===== src/rtl/afs_pkg.sv =====
package afs_pkg;
  localparam int DIV_W    = 8;
  localparam int WID_W    = 8;
  localparam int PER_W    = 12;
  localparam int CFG_W    = 32;
  localparam int DIV_LSB  = 0;
  localparam int WID_LSB  = 8;
  localparam int PER_LSB  = 16;
  localparam int MODE_BIT = 28;
  localparam int N_SIDES  = 2;   // transmit, receive

  typedef struct packed {
    logic             periodic;
    logic [PER_W-1:0] period;
    logic [WID_W-1:0] width;
    logic [DIV_W-1:0] div;
  } gen_cfg_t;

  // Power-up setting: symmetric 16-bit stereo frame, no division.
  localparam gen_cfg_t CFG_RESET = '{periodic: 1'b1, period: PER_W'(31),
                                     width: WID_W'(15), div: '0};

  function automatic gen_cfg_t unpack_cfg(input logic [CFG_W-1:0] w);
    gen_cfg_t c;
    c.div      = w[DIV_LSB +: DIV_W];
    c.width    = w[WID_LSB +: WID_W];
    c.period   = w[PER_LSB +: PER_W];
    c.periodic = w[MODE_BIT];
    return c;
  endfunction
endpackage


===== src/rtl/afs_cfg_shadow.sv =====
module afs_cfg_shadow
  import afs_pkg::*;
(
  input  logic             clk_i,
  input  logic             rst_ni,
  input  logic             wr_i,
  input  logic [CFG_W-1:0] wdata_i,
  input  logic             load_i,
  output gen_cfg_t         act_o
);
  gen_cfg_t pend_q, act_q;

  always_ff @(posedge clk_i or negedge rst_ni) begin
    if (!rst_ni) begin
      pend_q <= CFG_RESET;
      act_q  <= CFG_RESET;
    end else begin
      if (wr_i)   pend_q <= unpack_cfg(wdata_i);
      if (load_i) act_q  <= pend_q;
    end
  end

  assign act_o = act_q;
endmodule


===== src/rtl/afs_bclk_div.sv =====
module afs_bclk_div
  import afs_pkg::*;
#(
  parameter int W = DIV_W
) (
  input  logic         clk_i,
  input  logic         rst_ni,
  input  logic         en_i,
  input  logic [W-1:0] div_i,
  output logic         phase_o,
  output logic         fall_tick_o
);
  logic [W-1:0] cnt_q;
  logic         phase_q;
  logic         tick;

  assign tick = en_i && (cnt_q >= div_i);

  always_ff @(posedge clk_i or negedge rst_ni) begin
    if (!rst_ni) begin
      cnt_q   <= '0;
      phase_q <= 1'b0;
    end else if (!en_i) begin
      cnt_q   <= '0;
      phase_q <= 1'b0;
    end else if (tick) begin
      cnt_q   <= '0;
      phase_q <= ~phase_q;
    end else begin
      cnt_q   <= cnt_q + 1'b1;
    end
  end

  assign phase_o     = phase_q;
  assign fall_tick_o = tick && phase_q;


  div_hold_low_chk: assert property (@(posedge clk_i) disable iff (!rst_ni)
    !en_i |=> !phase_q);


  div_phase_steady_chk: assert property (@(posedge clk_i) disable iff (!rst_ni)
    (en_i && cnt_q < div_i) |=> $stable(phase_q));
endmodule


===== src/rtl/afs_frame_seq.sv =====
module afs_frame_seq
  import afs_pkg::*;
(
  input  logic     clk_i,
  input  logic     rst_ni,
  input  logic     en_i,
  input  logic     fall_tick_i,
  input  logic     data_wr_i,
  input  gen_cfg_t cfg_i,
  output logic     fs_o,
  output logic     run_o,
  output logic     boundary_o
);
  logic [PER_W-1:0] pos_q, pos_inc, width_ext;
  logic             run_q, fs_q, armed_q;

  assign pos_inc   = pos_q + 1'b1;
  assign width_ext = PER_W'(cfg_i.width);

  always_ff @(posedge clk_i or negedge rst_ni) begin
    if (!rst_ni) begin
      pos_q   <= '0;
      run_q   <= 1'b0;
      fs_q    <= 1'b0;
      armed_q <= 1'b0;
    end else if (!en_i) begin
      pos_q   <= '0;
      run_q   <= 1'b0;
      fs_q    <= 1'b0;
      armed_q <= 1'b0;
    end else begin
      if (fall_tick_i) begin
        if (cfg_i.periodic) begin
          if (!run_q || pos_q == cfg_i.period) begin
            run_q <= 1'b1;
            pos_q <= '0;
            fs_q  <= 1'b1;
          end else begin
            pos_q <= pos_inc;
            fs_q  <= (pos_inc <= width_ext);
          end
        end else if (armed_q) begin
          armed_q <= 1'b0;
          run_q   <= 1'b1;
          pos_q   <= '0;
          fs_q    <= 1'b1;
        end else if (run_q) begin
          if (pos_inc <= width_ext) begin
            pos_q <= pos_inc;
            fs_q  <= 1'b1;
          end else begin
            run_q <= 1'b0;
            pos_q <= '0;
            fs_q  <= 1'b0;
          end
        end
      end
      if (data_wr_i && !cfg_i.periodic) armed_q <= 1'b1;
    end
  end

  assign fs_o       = fs_q;
  assign run_o      = run_q;
  assign boundary_o = en_i && fall_tick_i && cfg_i.periodic && run_q &&
                      (pos_q == cfg_i.period);


  fs_off_chk: assert property (@(posedge clk_i) disable iff (!rst_ni)
    !en_i |=> !fs_q);


  fs_edge_align_chk: assert property (@(posedge clk_i) disable iff (!rst_ni)
    (en_i && !fall_tick_i) |=> $stable(fs_q));


  fs_first_pulse_chk: assert property (@(posedge clk_i) disable iff (!rst_ni)
    (en_i && fall_tick_i && cfg_i.periodic && !run_q) |=> fs_q);
endmodule


===== src/rtl/audio_sync_gen.sv =====
module audio_sync_gen
  import afs_pkg::*;
(
  input  logic        clk_i,
  input  logic        rst_ni,
  input  logic        cfg_wr_i,
  input  logic [31:0] cfg_data_i,
  input  logic [3:0]  pol_i,
  input  logic        div_en_i,
  input  logic        fs_en_i,
  input  logic        data_wr_i,
  output logic        bclk_tx_o,
  output logic        bclk_rx_o,
  output logic        fs_tx_o,
  output logic        fs_rx_o
);
  gen_cfg_t           act;
  logic               phase, fall_tick, fs_raw, run, boundary, load;
  logic [N_SIDES-1:0] bclk_side, fs_side;

  assign load = !run || boundary;

  afs_cfg_shadow u_shadow (
    .clk_i   (clk_i),
    .rst_ni  (rst_ni),
    .wr_i    (cfg_wr_i),
    .wdata_i (cfg_data_i),
    .load_i  (load),
    .act_o   (act)
  );

  afs_bclk_div #(.W(DIV_W)) u_div (
    .clk_i       (clk_i),
    .rst_ni      (rst_ni),
    .en_i        (div_en_i),
    .div_i       (act.div),
    .phase_o     (phase),
    .fall_tick_o (fall_tick)
  );

  afs_frame_seq u_seq (
    .clk_i       (clk_i),
    .rst_ni      (rst_ni),
    .en_i        (fs_en_i),
    .fall_tick_i (fall_tick),
    .data_wr_i   (data_wr_i),
    .cfg_i       (act),
    .fs_o        (fs_raw),
    .run_o       (run),
    .boundary_o  (boundary)
  );

  for (genvar s = 0; s < N_SIDES; s++) begin : g_side
    assign bclk_side[s] = phase  ^ pol_i[s];
    assign fs_side[s]   = fs_raw ^ pol_i[N_SIDES + s];
  end

  assign bclk_tx_o = bclk_side[0];
  assign bclk_rx_o = bclk_side[1];
  assign fs_tx_o   = fs_side[0];
  assign fs_rx_o   = fs_side[1];


  cfg_frozen_in_frame_chk: assert property (@(posedge clk_i) disable iff (!rst_ni)
    (run && !boundary) |=> $stable(act));
endmodule


===== config.mk =====
export PLATFORM = sky130hd
export DESIGN_NAME = audio_sync_gen
export DESIGN_NICKNAME = d
export VERILOG_FILES = /design/src/rtl/afs_pkg.sv /design/src/rtl/afs_cfg_shadow.sv /design/src/rtl/afs_bclk_div.sv /design/src/rtl/afs_frame_seq.sv /design/src/rtl/audio_sync_gen.sv
export SDC_FILE = /design/constraint.sdc
export NUM_CORES = 1
export LEC_CHECK = 0
export BUFFER_PORTS_ARGS = -buffer_cell sky130_fd_sc_hd__buf_2
export CAP_MARGIN = 20
export CELL_PAD_IN_SITES_DETAIL_PLACEMENT = 1
export CELL_PAD_IN_SITES_GLOBAL_PLACEMENT = 1
export CORE_UTILIZATION = 47
export DETAILED_ROUTE_END_ITERATION = 12
export GPL_TIMING_DRIVEN = 0
export PLACE_DENSITY = 0.81
export SLEW_MARGIN = 15
export SYNTH_ARGS = -nofsm -noshare
export SYNTH_HDL_FRONTEND = slang
export SYNTH_SLANG_ARGS = --single-unit
export TNS_END_PERCENT = 30

===== constraint.sdc =====
create_clock -name clk_i -period 3.85 [get_ports clk_i]
set_clock_uncertainty 0.15 [all_clocks]
set_input_delay 0.5775 -clock clk_i [delete_from_list [all_inputs] [get_ports clk_i]]
set_output_delay 0.5775 -clock clk_i [all_outputs]
set_load 0.05 [all_outputs]

==> results.py, run 1 <==
metrics = {
    "power_and_ir_drop": {
        "pwr-share-seq_pct": 50.8,
        "p_comb_share_pct": 13.7,
        "sw_frac_of_total_pct": 26.6,
        "powerDensity_nw_per_um2": 403,
        "p_switching_mw": 0.526,
        "p_leak_nw": 2.30,
        "p_int_mw": 1.45,
        "ir_worst_vdd_v": 0.000214,
        "clkPwrFrac_pct": 35.5,
    },
    "clock_tree": {
        "worstSkewPairLatency_ns": 0.36,
        "cts_tree": "built",
        "clk_pin_slew_ns": 0.09,
        "clock-sinks": 82,
        "cts-buffers-inserted": 9,
        "htreeDepth": 3,
        "clockBufferDepth": 2,
        "cts_resized": 0,
        "clock_tree.root_cell": "clkbuf_8",
    },
    "yosys": {
        "synth_cells": 368,
        "yosysTopAreaCell": "dfrtp_1",
        "synth_area_um2": 4290,
        "syn_nets": 428,
        "seq_area_frac_synth_pct": 48.4,
        "yosysWarnings": 0,
        "synth-edff-count": 0,
        "synth_cell_type_count": 45,
        "synth_top_area_share_pct": 36.2,
        "synth.area.top_cells": "dfrtp_1, dfstp_2, mux2_2, mux2_4, ha_1",
        "synthArstFlopShare_pct": 100,
        "synth-seq-cells": 82,
        "synth_common_cells": "dfrtp_1, mux2_2, inv_1",
        "yosysMostFrequentCell": "dfrtp_1",
        "synth_top_flop_cell": "dfrtp_1",
        "syn_area_per_cell_um2": 11.7,
    },
    "critical_path": {
        "crit_chain": "clkbuf_1, inv_1, or2_2, clkbuf_1, xnor2_1, ha_1, nand4_1, nor2_1, a21oi_1, nor3_1, nand4_1, buf_4, a31oi_1",
        "r2r_setup_slack_ns": 0.29,
        "crit_slowest_cell": "nor3_1",
        "crit_path_max_incr_delay_ns": 0.44,
        "r2r_cells": 13,
        "cp_data_required_time_ns": 3.98,
        "r2r_end": "u_seq.pos_q[0]$_DFFE_PN0P_",
        "crit_arrival_ns": 3.69,
        "cp-start-kind": "flop",
        "end_kind": "flop",
        "worstPathMaxFanout": 8,
        "critPathKind": "flop to flop",
        "r2r-start": "u_seq.pos_q[4]$_DFFE_PN0P_",
    },
    "drt": {
        "post_drt_wl_per_cell_um": 19.1,
        "drtAntennaViolNets": 0,
        "first_pass_iters": 4,
        "vias": 3004,
        "routed_wl_mm": 10.2,
        "vias_per_cell": 5.60,
        "drc": 0,
        "first_iter_violations": 154,
    },
    "sta": {
        "max_slew_margin_pct": 40.1,
        "final-hold-violation-count": 0,
        "maxSlewViolCount": 0,
        "fin_crit_sh_pct": 92.4,
        "timing.hold.ws_ns": 0.290,
        "fmax_mhz": 281,
        "rsz0062_at_grt": "false",
        "setup_viol": 0,
        "fin_crit_ns": 3.56,
        "worst_pin_slew_ns": 0.898,
        "setup-tns-final_ns": 0,
    },
    "finish": {
        "diodes": 0,
        "drive_gt1_share_pct": 35.3,
        "area_growth_pct": 14.1,
        "nets": 483,
        "final_core_util_pct": 55.9,
        "fillCellCount": 957,
        "regArea_um2": 2080,
        "fin_area_um2": 4900,
        "multiInputGateArea_um2": 2010,
    },
    "hold_path": {
        "holdPathEnd": "u_shadow.pend_q[13]$_DFFE_PN0P_",
        "hold_depth": 2,
        "holdCritPathClass": "input port to flop",
        "hp-start": "cfg_data_i[13]",
    },
    "grt": {
        "grt_usage_pct": 23.0,
        "grt_pass1_wl_mm": 17.0,
        "grt_max_degree": 59,
        "antenna_found_initial": 0,
        "grt_pass1_vias": 3355,
        "grt_overflow": 0,
    },
    "floorplan": {
        "core_um2": 8760,
        "die_w_um": 97.5,
        "initial_core_util_pct": 49.0,
        "dieArea_um2": 9510,
        "fp.dieH_um": 97.5,
        "boundaryPins": 46,
        "rows": 34,
    },
    "job": {
        "maxCapViolCount": 0,
    },
    "place": {
        "hpwl_mm": 7.45,
        "place_congestion": 0.787,
        "placed_area_um2": 4660,
        "io_buffers": 41,
    },
    "outcome": {
        "status": "completed",
    },
}
metal layers:
metal / vias up / GRT usage, % / part of all wire, %
li1: 1402 / - / -
met1: 1520 / 29.4 / 43
met2: 65 / 39.6 / 51
met3: 17 / 2.88 / 3.8
met4: 0 / 8.82 / 1.6
met5: - / 0 / 0
cell type report:
type | instances | share of cell area, %
tap | 108 | 2.76
multi-input combinational | 243 | 41.1
timing repair buffer | 44 | 5.16
clock inverter | 6 | 1.84
buffer | 16 | 2.07
inverter | 27 | 2.07
sequential | 82 | 42.4
clock buffer | 10 | 2.61
flip-flops by register name, summed over array words and instances (netlist names):
register / cells
u_seq.fs_o: 1
u_seq.armed_q: 1
u_div.phase_o: 1
u_seq.run_o: 1
u_seq.pos_q: 12
u_shadow.pend_q: 29
u_div.cnt_q: 8
u_shadow.act_o: 29
metrics by stage:
step | cells | total power [mW] | setup slack (ns)
global placement | 517 | 1.25 | 0.297
CTS | 535 | 1.99 | 0.136
floorplan | 368 | 1.18 | 1.04
global route | 536 | 2.06 | 0.0256
finish | 536 | 1.97 | 0.291
detailed placement | 518 | 1.29 | 0.184
power by group through the flow:
stage	Clock, mW	Combinational (mW)	Sequential, mW
after floorplan	0	0.181	0.998
after global placement	0	0.242	1.01
after detailed placement	0	0.267	1.02
after CTS	0.710	0.272	1.00
after global routing	0.744	0.299	1.01
final	0.702	0.270	1.00
placed cells by master (no fill, tap or decap), types with 3 or more instances in the layout:
cell type   n
dfrtp_1    62
buf_2      42
mux2_2     37
inv_1      27
xor2_1     23
mux2_4     20
dfstp_2    20
nand2_1    18
nor2_1     18
ha_1       18
a21oi_1    17
o211ai_1   11
nand3_1    10
clkbuf_8    9
clkbuf_1    8
xnor2_1     8
o21ai_0     8
nand4_1     7
nor3_1      7
buf_6       5
and2_1      3
or2_2       3
and3_1      3
nor4_1      3
mux2i_1     3
worst max path at each step:
stage,startpoint,endpoint,depth (start not counted)
finish,u_seq.pos_q[4]$_DFFE_PN0P_,u_seq.pos_q[0]$_DFFE_PN0P_,13
global route,u_seq.pos_q[4]$_DFFE_PN0P_,u_seq.pos_q[0]$_DFFE_PN0P_,13
CTS,u_seq.pos_q[4]$_DFFE_PN0P_,u_seq.pos_q[0]$_DFFE_PN0P_,12
detailed placement,u_seq.pos_q[4]$_DFFE_PN0P_,u_seq.pos_q[0]$_DFFE_PN0P_,12
global placement,u_seq.pos_q[4]$_DFFE_PN0P_,u_seq.pos_q[0]$_DFFE_PN0P_,12
floorplan,u_seq.pos_q[4]$_DFFE_PN0P_,u_seq.pos_q[0]$_DFFE_PN0P_,12
what timing repair did:
item / in CTS / in global routing
hold buffers: 1 / 0
setup endpoints to repair: 0 / 9
setup buffers: 0 / 1
endpoints found under the hold margin: 10 / 0
kinds of logic (layout without fill, tap and decap cells):
logic type,count (synthesis),in the layout,share of synthesized area (%)
AO/OA/AOI/OAI,58,58,9.27
flip-flops,82,82,48.4
AND/OR/NAND/NOR,76,76,8.60
adder cells (fa/ha/maj),18,18,5.25
buffers and inverters,43,103,4.72
XOR/XNOR,31,31,6.33
multiplexers,60,60,17.4
critical path: cells and delay by family, from the launching register on:
family | cells | cell delay, ns
and+or+nand+nor | 5 | 1.27
buffers and inverters | 4 | 0.96
adders and majority gates | 1 | 0.34
DFF | 1 | 0.33
AOI/OAI and AO/OA | 2 | 0.25
xor gates and xnor gates | 1 | 0.18
(Power assumes the default switching activity.)
==> run 2, diff against run 1 <==
- ABC_AREA: unset -> 1
- CORE_UTILIZATION: 47 -> 45
- PLACE_DENSITY: 0.81 -> 0.82
==> run 2 against run 1 <==
  * Largest cell class unchanged
  * Sequential power up 13%
  * Cell count up 14%
  * Routed wire length down 4.4%
  * Combinational power up 130%
  * Total power up 23%
  * Critical endpoint is now u_seq.pos_q[6]$_DFFE_PN0P_
  * Global-route usage down 0.38 points
  * Setup slack better by 0.89 ns
  * The flow now finishes with violations (design-rule violations)
  * Clock-buffer cell count up 1
==> results.py, run 2 <==
metrics = {
    "sta": {
        "setup_viol": 0,
        "setup-tns-final_ns": 0,
        "fin_crit_sh_pct": 69.3,
        "timing.hold.ws_ns": 0.0159,
        "worst_pin_slew_ns": 0.603,
        "fin_crit_ns": 2.67,
        "maxSlewViolCount": 0,
        "fmax_mhz": 375,
        "final-hold-violation-count": 0,
        "rsz0062_at_grt": "false",
        "max_slew_margin_pct": 59.8,
    },
    "yosys": {
        "synthArstFlopShare_pct": 100,
        "synth_cells": 447,
        "synth_common_cells": "nand2_1, dfrtp_1, inv_1",
        "yosysMostFrequentCell": "nand2_1",
        "syn_area_per_cell_um2": 9.22,
        "synth_top_area_share_pct": 37.7,
        "synth-seq-cells": 82,
        "synth-edff-count": 0,
        "seq_area_frac_synth_pct": 50.4,
        "yosysTopAreaCell": "dfrtp_1",
        "synth_cell_type_count": 29,
        "yosysWarnings": 0,
        "synth_area_um2": 4120,
        "synth_top_flop_cell": "dfrtp_1",
        "syn_nets": 507,
        "synth.area.top_cells": "dfrtp_1, dfstp_2, nand2_1, mux2_2, ha_1",
    },
    "drt": {
        "routed_wl_mm": 9.78,
        "post_drt_wl_per_cell_um": 16.0,
        "drc": 2,
        "first_iter_violations": 99,
        "vias": 3201,
        "vias_per_cell": 5.22,
        "drtAntennaViolNets": 0,
        "first_pass_iters": 8,
    },
    "critical_path": {
        "critPathKind": "flop to flop",
        "end_kind": "flop",
        "r2r-start": "u_seq.pos_q[0]$_DFFE_PN0P_",
        "cp-start-kind": "flop",
        "crit_end": "u_seq.pos_q[6]$_DFFE_PN0P_",
        "worstPathMaxFanout": 10,
        "r2r_end": "u_seq.pos_q[6]$_DFFE_PN0P_",
        "startpoint": "u_seq.pos_q[0]$_DFFE_PN0P_",
        "r2r_cells": 13,
        "cp_data_required_time_ns": 4.00,
        "crit_arrival_ns": 2.82,
        "r2r_setup_slack_ns": 1.18,
    },
    "floorplan": {
        "die_w_um": 97.7,
        "rows": 34,
        "boundaryPins": 46,
        "fp.dieH_um": 97.7,
        "dieArea_um2": 9540,
        "initial_core_util_pct": 46.8,
        "core_um2": 8810,
    },
    "power_and_ir_drop": {
        "power_mw": 2.42,
        "p_leak_nw": 2.36,
        "ir_worst_vdd_v": 0.000232,
        "powerDensity_nw_per_um2": 515,
    },
    "finish": {
        "final_core_util_pct": 53.4,
        "diodes": 0,
        "final_cell_mix": "nand2_1, dfrtp_1, inv_1, buf_2, mux2_2",
        "area_growth_pct": 14.2,
        "drive_gt1_share_pct": 24.8,
        "final_common_cell": "nand2_1",
        "nets": 560,
    },
    "grt": {
        "grt_overflow": 0,
        "antenna_found_initial": 0,
        "grt_pass1_wl_mm": 16.7,
        "grt_pass1_vias": 3486,
        "grt_max_degree": 48,
        "grt_usage_pct": 22.6,
    },
    "hold_path": {
        "holdCritPathClass": "input port to async pin",
    },
    "clock_tree": {
        "clock_tree.root_cell": "clkbuf_8",
        "cts_resized": 0,
        "cts-buffers-inserted": 9,
        "cts_tree": "built",
        "worstSkewPairLatency_ns": 0.37,
        "holdBufCountCts": 0,
        "cts_setup_buffers": 0,
        "htreeDepth": 3,
        "clk_pin_slew_ns": 0.10,
        "clockBufferDepth": 2,
        "clock-sinks": 82,
    },
    "place": {
        "io_buffers": 41,
        "hpwl_mm": 7.23,
        "place_congestion": 0.850,
    },
    "outcome": {
        "status": "finished with violations",
        "violations": "design-rule violations",
    },
    "job": {
        "maxCapViolCount": 0,
    },
}
run 2: how the worst min path moves through the flow:
stage                                                from                              end  slack (ns)  depth (start not counted)
after floorplan                                    rst_ni         u_div.cnt_q[0]$_DFF_PN0_        0.13                          0
after global placement    u_shadow.pend_q[10]$_DFFE_PN1P_   u_shadow.act_o[10]$_DFFE_PN1P_        0.31                          2
after detailed placement  u_shadow.pend_q[10]$_DFFE_PN1P_   u_shadow.act_o[10]$_DFFE_PN1P_        0.32                          2
after CTS                                          rst_ni  u_shadow.pend_q[15]$_DFFE_PN0P_        0.02                          1
after global routing                               rst_ni      u_seq.pos_q[11]$_DFFE_PN0P_        0.03                          1
final                                              rst_ni      u_seq.pos_q[11]$_DFFE_PN0P_        0.02                          1
run 2: routing by layer:
layer	global-route usage (%)	part of all wire [%]	up-vias
met5	0	0	-
met4	6.76	1.0	0
met2	41.4	54	35
met1	26.6	43	1608
li1	-	-	1549
met3	4.46	2.4	9
run 2: worst max-delay path, cell delays in order, from the launching register on:
cell	delay [ns]
dfrtp_1	0.46
inv_1	0.16
nor3_1	0.28
xor2_1	0.28
ha_1	0.30
a21oi_1	0.15
o21a_1	0.13
nand2_1	0.06
nand2_1	0.10
nand4_1	0.10
nand2_1	0.11
buf_6	0.16
nand3_1	0.09
nand2_1	0.08
run 2: cells by family (layout without fill, tap and decap cells):
family / Yosys count / count (layout) / synth area share, %
AOI/OAI and AO/OA: 46 / 46 / 6.04
xor gates and xnor gates: 18 / 18 / 3.83
adders and majority gates: 18 / 18 / 5.47
buffers and inverters: 64 / 122 / 6.68
DFF: 82 / 82 / 50.4
muxes: 29 / 29 / 7.93
and+or+nand+nor: 190 / 190 / 19.6
run 2: area by class of cell:
| type | instances | area [um2] |
|---|---|---|
| tap | 108 | 135 |
| fill | 1058 | 4100 |
| clock buffer | 11 | 151 |
| multi-input combinational | 301 | 1770 |
| buffer | 12 | 80.1 |
| clock inverter | 5 | 62.6 |
| sequential | 82 | 2080 |
| timing repair buffer | 42 | 235 |
| inverter | 52 | 195 |
run 2: per-stage QoR:
stage / area [um2] / std cells / worst slack (ns)
6_report: 4700 / 613 / 1.18
5_1_grt: 4700 / 613 / 0.948
4_1_cts: 4700 / 613 / 1.15
3_5_place_dp: 4490 / 597 / 1.18
3_3_place_gp: 4460 / 596 / 1.27
2_1_floorplan: 4120 / 447 / 1.69
run 2: power breakdown:
group | switching (mW) | internal, mW | leakage, nW
logic | 0.393 | 0.228 | 1.27
clock network | 0.339 | 0.337 | 0.102
registers | 0.0939 | 1.03 | 0.988
==> run 3, diff against run 2 <==
- CORE_UTILIZATION: 45 -> 40
- PLACE_DENSITY: 0.82 -> 0.77
- clock period: 3.85 -> 2.15 ns (I/O delays scaled with it)
==> run 3 against run 2 <==
  * Die area rose by 12%
  * Sequential cell count did not move
  * Routed wire length rose by 36%
  * Highest routed layer unchanged
  * The flow finishes with violations (negative setup slack)
  * Largest cell class is now multi-input gates
  * Critical path type unchanged
==> results.py, run 3 (synthesis results as in run 2) <==
metrics = {
    "outcome": {
        "status": "finished with violations",
        "violations": "negative setup slack",
    },
    "floorplan": {
        "dieArea_um2": 10700,
        "boundaryPins": 46,
        "rows": 36,
        "die_w_um": 103,
        "core_um2": 9860,
        "initial_core_util_pct": 41.8,
        "fp.dieH_um": 103,
    },
    "finish": {
        "drive_gt1_share_pct": 46.6,
        "fin_area_um2": 5650,
        "area_growth_pct": 37.1,
        "diodes": 0,
        "final_common_cell": "nand2_1",
        "nets": 607,
        "final_cell_mix": "nand2_1, dfrtp_1, inv_1, buf_2, buf_4",
        "final_core_util_pct": 57.3,
        "fin_cells": 685,
    },
    "critical_path": {
        "crit_path_max_incr_delay_ns": 0.45,
        "cp-start-kind": "flop",
        "r2r_cells": 15,
        "critPathKind": "flop to flop",
        "crit_slowest_cell": "dfrtp_2",
        "end_kind": "flop",
        "worstPathMaxFanout": 4,
        "cp_data_required_time_ns": 2.27,
        "crit_chain": "clkinv_4, nor2_4, xor2_2, ha_1, nand2_1, inv_2, buf_4, nand4_1, nand2_2, buf_4, buf_6, nand4_1, nand2_1, nand3_1, nand2_1",
        "path_common_cell": "nand2_1",
        "crit_arrival_ns": 2.71,
    },
    "drt": {
        "first_iter_violations": 128,
        "drtAntennaViolNets": 0,
        "first_pass_iters": 4,
        "drc": 0,
        "vias_per_cell": 5.23,
        "vias": 3582,
        "post_drt_wl_per_cell_um": 19.4,
        "routed_wl_mm": 13.3,
    },
    "power_and_ir_drop": {
        "powerDensity_nw_per_um2": 896,
        "p_int_mw": 3.29,
        "p_leak_nw": 2.73,
        "clkPwrFrac_pct": 25.7,
        "p_comb_share_pct": 33.9,
        "p_switching_mw": 1.77,
        "ir_worst_vdd_v": 0.000533,
        "sw_frac_of_total_pct": 35.0,
        "pwr-share-seq_pct": 40.4,
    },
    "job": {
        "maxCapViolCount": 0,
    },
    "clock_tree": {
        "htreeDepth": 3,
        "cts_tree": "built",
        "clock-sinks": 82,
        "cts-buffers-inserted": 9,
        "clock_tree.root_cell": "clkbuf_8",
        "clk_pin_slew_ns": 0.10,
        "clockBufferDepth": 2,
        "worstSkewPairLatency_ns": 0.38,
    },
    "hold_path": {
        "hold_depth": 2,
        "holdCritPathClass": "input port to flop",
    },
    "place": {
        "placed_area_um2": 4520,
        "place_congestion": 0.836,
        "io_buffers": 41,
        "hpwl_mm": 7.20,
        "dp.cells": 622,
    },
    "sta": {
        "maxSlewViolCount": 0,
        "fmax_mhz": 386,
        "max_slew_margin_pct": 58.2,
        "final-hold-violation-count": 0,
        "fin_crit_ns": 2.59,
        "fin_crit_sh_pct": 121,
        "worst_pin_slew_ns": 0.627,
        "setup_viol": 41,
        "rsz0062_at_grt": "true",
        "setup_ws_ns": -0.442,
    },
    "grt": {
        "grt_overflow": 0,
        "grt_pass1_vias": 3854,
        "antenna_found_initial": 0,
        "grt_max_degree": 43,
        "grt_pass1_wl_mm": 18.8,
        "grt_usage_pct": 23.9,
    },
}
-- run 3: cell types whose count changed in the layout (fill, tap and decap cells not counted), sizes merged --
cell and delta:
inv -1, dlygate4sd3 +1, clkinvlp -2, clkbuf +3
bufinv +1, clkinv -1, buf +46
-- run 3: power groups by stage --
stage | combinational (mW) | sequential [mW] | clock (mW)
after floorplan | 0.789 | 1.99 | 0
after global placement | 1.04 | 2.02 | 0
after detailed placement | 1.11 | 2.04 | 0
after CTS | 1.32 | 2.01 | 1.30
after global routing | 1.87 | 2.07 | 1.37
final | 1.72 | 2.04 | 1.30
-- run 3: metal layers --
layer | share of wire [%] | vias up | GRT usage [%] | wire length [um]
met5 | 0 | - | 0 | 0
met4 | 3.6 | 0 | 10.8 | 479
met3 | 3.1 | 37 | 5.51 | 406
met2 | 54 | 87 | 43.1 | 7200
met1 | 39 | 1816 | 26.8 | 5200
li1 | - | 1642 | - | -
-- run 3: cell type report --
| cell class | count | area, um2 |
|---|---|---|
| clock inverter | 2 | 60.1 |
| tap | 133 | 166 |
| timing repair buffer | 89 | 637 |
| inverter | 52 | 200 |
| multi-input combinational | 301 | 2230 |
| buffer | 12 | 104 |
| fill | 1102 | 4220 |
| clock buffer | 14 | 163 |
| sequential | 82 | 2090 |
-- run 3: repair_timing --
| item | 4_1_cts | 5_1_grt |
|---|---|---|
| buffers inserted | 26 | 17 |
| endpoints found under the setup margin | 42 | 51 |
| hold buffers | 1 | 0 |
| pin swaps | 19 | 42 |
| cloned | 3 | 2 |
| endpoints found under the hold margin | 29 | 0 |
| resized for setup | 50 | 95 |
-- run 3: final timing paths --
path,start,end,slack [ns]
worst max-delay path,u_seq.pos_q[0]$_DFFE_PN0P_,u_seq.run_o$_DFFE_PN0P_,-0.44
worst min-delay path,cfg_data_i[25],u_shadow.pend_q[25]$_DFFE_PN0P_,0.02
worst max register to register,u_seq.pos_q[0]$_DFFE_PN0P_,u_seq.run_o$_DFFE_PN0P_,-0.44
worst min register to register,u_shadow.pend_q[8]$_DFFE_PN1P_,u_shadow.act_o[8]$_DFFE_PN1P_,0.33
max in group asynchronous,rst_ni,u_shadow.act_o[18]$_DFFE_PN1P_,0.84
min in group asynchronous,rst_ni,u_seq.pos_q[10]$_DFFE_PN0P_,0.32
-- run 3: worst max-delay path: cells and delay by family (launching register included) --
kind                     cells  cell delay, ns
XOR/XNOR                     1            0.23
adder cells (fa/ha/maj)      1            0.31
buffers and inverters        5            0.52
flip-flops                   1            0.45
AND/OR/NAND/NOR              8            0.83
-- run 3: through the flow --
stage	hold WS [ns]	setup TNS, ns	power [mW]	setup WS, ns
finish	0.0196	-7.39	5.06	-0.442
floorplan	-0.123	0	2.77	0.0000386
detailed placement	0.204	-13.77	3.15	-0.538
global route	0.0183	-12.83	5.32	-0.507
global placement	0.310	-13.06	3.07	-0.441
CTS	0.0184	-3.44	4.64	-0.261
